[src/rtl/fwd_pkg.sv]
package fwd_pkg;

    // Operand source select codes
    typedef enum logic [1:0] {
        SEL_RF  = 2'b00,   // register-file read
        SEL_WB  = 2'b01,   // writeback-stage value
        SEL_EXM = 2'b10    // memory-stage ALU result
    } fwd_sel_e;

    // Hit flags for one operand
    typedef struct packed {
        logic exm;
        logic wb;
    } fwd_hits_t;

endpackage

[src/rtl/fwd_hit.sv]
module fwd_hit #(
    parameter int IDX_W = 5
) (
    input  logic             wr_en,
    input  logic [IDX_W-1:0] dst,
    input  logic [IDX_W-1:0] src,
    output logic             hit
);

    logic dst_live;

    always_comb begin
        dst_live = wr_en && (dst != '0);
        hit      = dst_live && (dst == src);
    end

endmodule

[src/rtl/fwd_pick.sv]
module fwd_pick
    import fwd_pkg::*;
(
    input  fwd_hits_t   hits,
    output logic [1:0]  sel
);

    fwd_sel_e sel_d;

    always_comb begin
        sel_d = SEL_RF;
        if (hits.exm) begin
            sel_d = SEL_EXM;
        end else if (hits.wb) begin
            sel_d = SEL_WB;
        end
        sel = sel_d;
    end

endmodule

[src/rtl/fwd_unit.sv]
module fwd_unit
    import fwd_pkg::*;
#(
    parameter int IDX_W = 5
) (
    input  logic [IDX_W-1:0] ex_src_a,
    input  logic [IDX_W-1:0] ex_src_b,
    input  logic [IDX_W-1:0] mem_dst,
    input  logic             mem_wr,
    input  logic [IDX_W-1:0] wb_dst,
    input  logic             wb_wr,
    output logic [1:0]       sel_a,
    output logic [1:0]       sel_b
);

    localparam int NUM_OPS = 2;

    logic [IDX_W-1:0] src_vec [NUM_OPS];
    logic [1:0]       sel_vec [NUM_OPS];

    assign src_vec[0] = ex_src_a;
    assign src_vec[1] = ex_src_b;

    for (genvar g = 0; g < NUM_OPS; g++) begin : g_op
        fwd_hits_t hits;

        fwd_hit #(.IDX_W(IDX_W)) u_exm_hit (
            .wr_en (mem_wr),
            .dst   (mem_dst),
            .src   (src_vec[g]),
            .hit   (hits.exm)
        );

        fwd_hit #(.IDX_W(IDX_W)) u_wb_hit (
            .wr_en (wb_wr),
            .dst   (wb_dst),
            .src   (src_vec[g]),
            .hit   (hits.wb)
        );

        fwd_pick u_pick (
            .hits (hits),
            .sel  (sel_vec[g])
        );
    end

    assign sel_a = sel_vec[0];
    assign sel_b = sel_vec[1];

endmodule

[config.mk]
export PLATFORM = sky130hd
export DESIGN_NAME = fwd_unit
export DESIGN_NICKNAME = d
export VERILOG_FILES = /design/src/rtl/fwd_pkg.sv /design/src/rtl/fwd_hit.sv /design/src/rtl/fwd_pick.sv /design/src/rtl/fwd_unit.sv
export SDC_FILE = /design/constraint.sdc
export NUM_CORES = 1
export LEC_CHECK = 0
export ABC_AREA = 1
export BUFFER_PORTS_ARGS = -buffer_cell sky130_fd_sc_hd__buf_4
export CAP_MARGIN = 20
export CORE_AREA = 2 2 39 41
export DETAILED_ROUTE_END_ITERATION = 8
export DIE_AREA = 0 0 41 43
export MAX_ROUTING_LAYER = met4
export PLACE_DENSITY = 0.71
export SYNTH_ARGS = -nofsm -noshare
export SYNTH_HDL_FRONTEND = slang
export SYNTH_HIERARCHICAL = 1
export SYNTH_SLANG_ARGS = --single-unit
[constraint.sdc]
create_clock -name vclk -period 0.8
set_input_delay 0 -clock vclk [all_inputs]
set_output_delay 0 -clock vclk [all_outputs]
set_load 0.05 [all_outputs]
==> results by group <==
Outcome
  • Outcome: complete, but fails checks
  • Failing checks: negative setup slack

STA
  • Worst Max-Slew Pin Slew: 0.150 ns
  • Final hold vios: 0
  • RSZ-0062 raised after global routing: true
  • Post-route setup TNS: -0.0768 ns
  • Final setup vio count: 3
  • Setup ws final: -0.0398 ns
  • Final worst-path cycle share: 1.05
  • FMAX: ~1200 MHz
  • Crit path time final: 0.840 ns
  • Hold_ws: between 0.4 and 0.5 ns
  • Final Slew Violations: 0
  • Slew margin rel.: 0.900

Cells and area
  • Finished Layout Cells: 162
  • # nets final: between 150 and 200
  • Filler cells: 157
  • Sequential cell count: 0
  • ANT cells: 0
  • Share of layout cells above drive strength 1: 0.356
  • Clkbuf count: 0
  • Multi-input logic area: 398 sq um
  • Storage element area: 0 sq um
  • Layout overhead on the synthesized area: 64.5%

Synth
  • Mapped Cells: 122
  • Post-synthesis cell type with the largest combined area: nand2_1
  • Synth area leaders: nand2_1, inv_1, nor2_1
  • Most frequent cell after synthesis: nand2_1
  • Syn_nets: roughly 140
  • Distinct cell type count after synthesis: 8
  • Sequential share of the synthesized area: 0
  • Synth top area share: 0.360
  • Count of warnings emitted by yosys: 6
  • Synthesized area: approximately 500 sq um
  • Post-synth top cells: nand2_1, inv_1, nor2_1
  • Avg Synthesized Cell Area: 4.10 sq um

Global route
  • First-pass GRT wire length: 2250 um
  • Vias in the first global route: roughly 650
  • Grt total ovfl: 0
  • Total GRT Usage: 0.176
  • Initial antenna violation count: 0
  • Pin count of the biggest net entering global routing: 7

Drt
  • DR pass1 iterations: 2
  • DRC viols: 0
  • DR vias: just over 700
  • Initial DRC Count: 5
  • Vias/cell: ~4.4
  • Wire length per cell: 8.35 um
  • Routed Antenna Nets: 0
  • Post-Route WL: between 1000 and 1500 um

Floorplanning
  • Io pins: 26
  • Core Box Area: ~1400 sq um
  • Cell Rows: 14
  • Total Die Area: between 1500 and 2000 sq um
  • Die H: between 40 and 50 um
  • Starting Density: 0.362
  • Die X: 41 um

Critical path
  • Crit path launch type: input port
  • CP max stage delay: ~0.15 ns
  • Worst Setup End Kind: primary output
  • CP top delay family: simple AND/OR/NAND/NOR gates
  • Worst path bufs/invs: 2
  • Cell chain of the critical path: buf_4, nand2_1, nand2_1, nor2_2, nand3_2, nor2_4, nor2_4, buf_6
  • Arrival @ worst endpoint: 0.84 ns
  • CP Class: in2out
  • Crit path launch: ex_src_b[2]
  • Worst Path Max Fanout: 4
  • CP required: 0.80 ns
  • Slowest stage cell, crit path: nor2_4

Power
  • Cell Pwr Density: 453 nW/um^2
  • Max rail drop VDD: just under 0.2 mV
  • Total power: 373 uW
  • Leakage power: ~0.00052 uW

Placed design
  • Port Buf Inserts: 26
  • Placed cell count: 162
  • Gp weighted congestion: 0.767
  • Post-detail-place hpwl: around 1100 um

Run
  • MaxCap Viol Count: 0

Worst hold path
  • Hold Startpoint: mem_dst[4]
  • Hold/Removal Path Class: in2out

Clocking
  • Post-CTS Setup Bufs: 0
-- power breakdown --
| group | switching [uW] | internal [uW] | leakage, uW | total, uW |
|---|---|---|---|---|
| Sequential | 0 | 0 | 0 | 0 |
| Combinational | 195 | 178 | 0.000524 | 373 |
| Clock | 0 | 0 | 0 | 0 |
| Total | 195 | 178 | 0.000524 | 373 |
-- cell usage in the layout, fill, tap and decap left out --
cell type,instances
a21oi_1,2
nor2_4,4
nand2_2,3
nand3_2,2
a21oi_2,2
inv_2,9
nand3_1,6
inv_1,29
nor2_1,8
nor2_2,6
nand2_1,45
buf_8,3
o21ai_1,4
buf_4,11
buf_6,12
-- through the flow --
step / area (sq um) / util / setup WS [ns]
final: 823 / 0.595 / -0.0398
after global routing: 823 / 0.595 / -0.123
after CTS: 751 / 0.542 / -0.0631
after detailed placement: 711 / 0.514 / -0.101
after global placement: 711 / 0.514 / -0.0896
after floorplan: 510 / - / 0.101
-- kinds of logic after synthesis --
logic type,after synthesis,share of synthesized area
AO/OA/AOI/OAI,8,0.0800
buffers and inverters,40,0.315
AND/OR/NAND/NOR,74,0.605
-- per-layer routing --
layer  track usage  up-vias  routed length [um]
met5             -        -                   0
met4             0        0                   0
met3             0        0                  37
met2         0.344        9                 732
met1         0.196      316                 582
li1              -      392                   -
-- final cells by class --
type	count	share of cell area
multi-input combinational	82	0.483
tap	16	0.0243
timing repair buffer	26	0.319
inverter	38	0.173
-- repair_timing --
item	CTS	global route
endpoints found under the hold margin	0	0
resized for setup	12	28
pin swaps	3	11
gates cloned	0	0
hold buffers	0	0
endpoints found under the setup margin	4	4
-- final timing paths --
check       end  slack, ns  cells past startpoint
min    sel_b[1]       0.42                      4
max    sel_b[0]      -0.04                      8
Power figures use the tool's default switching activity.
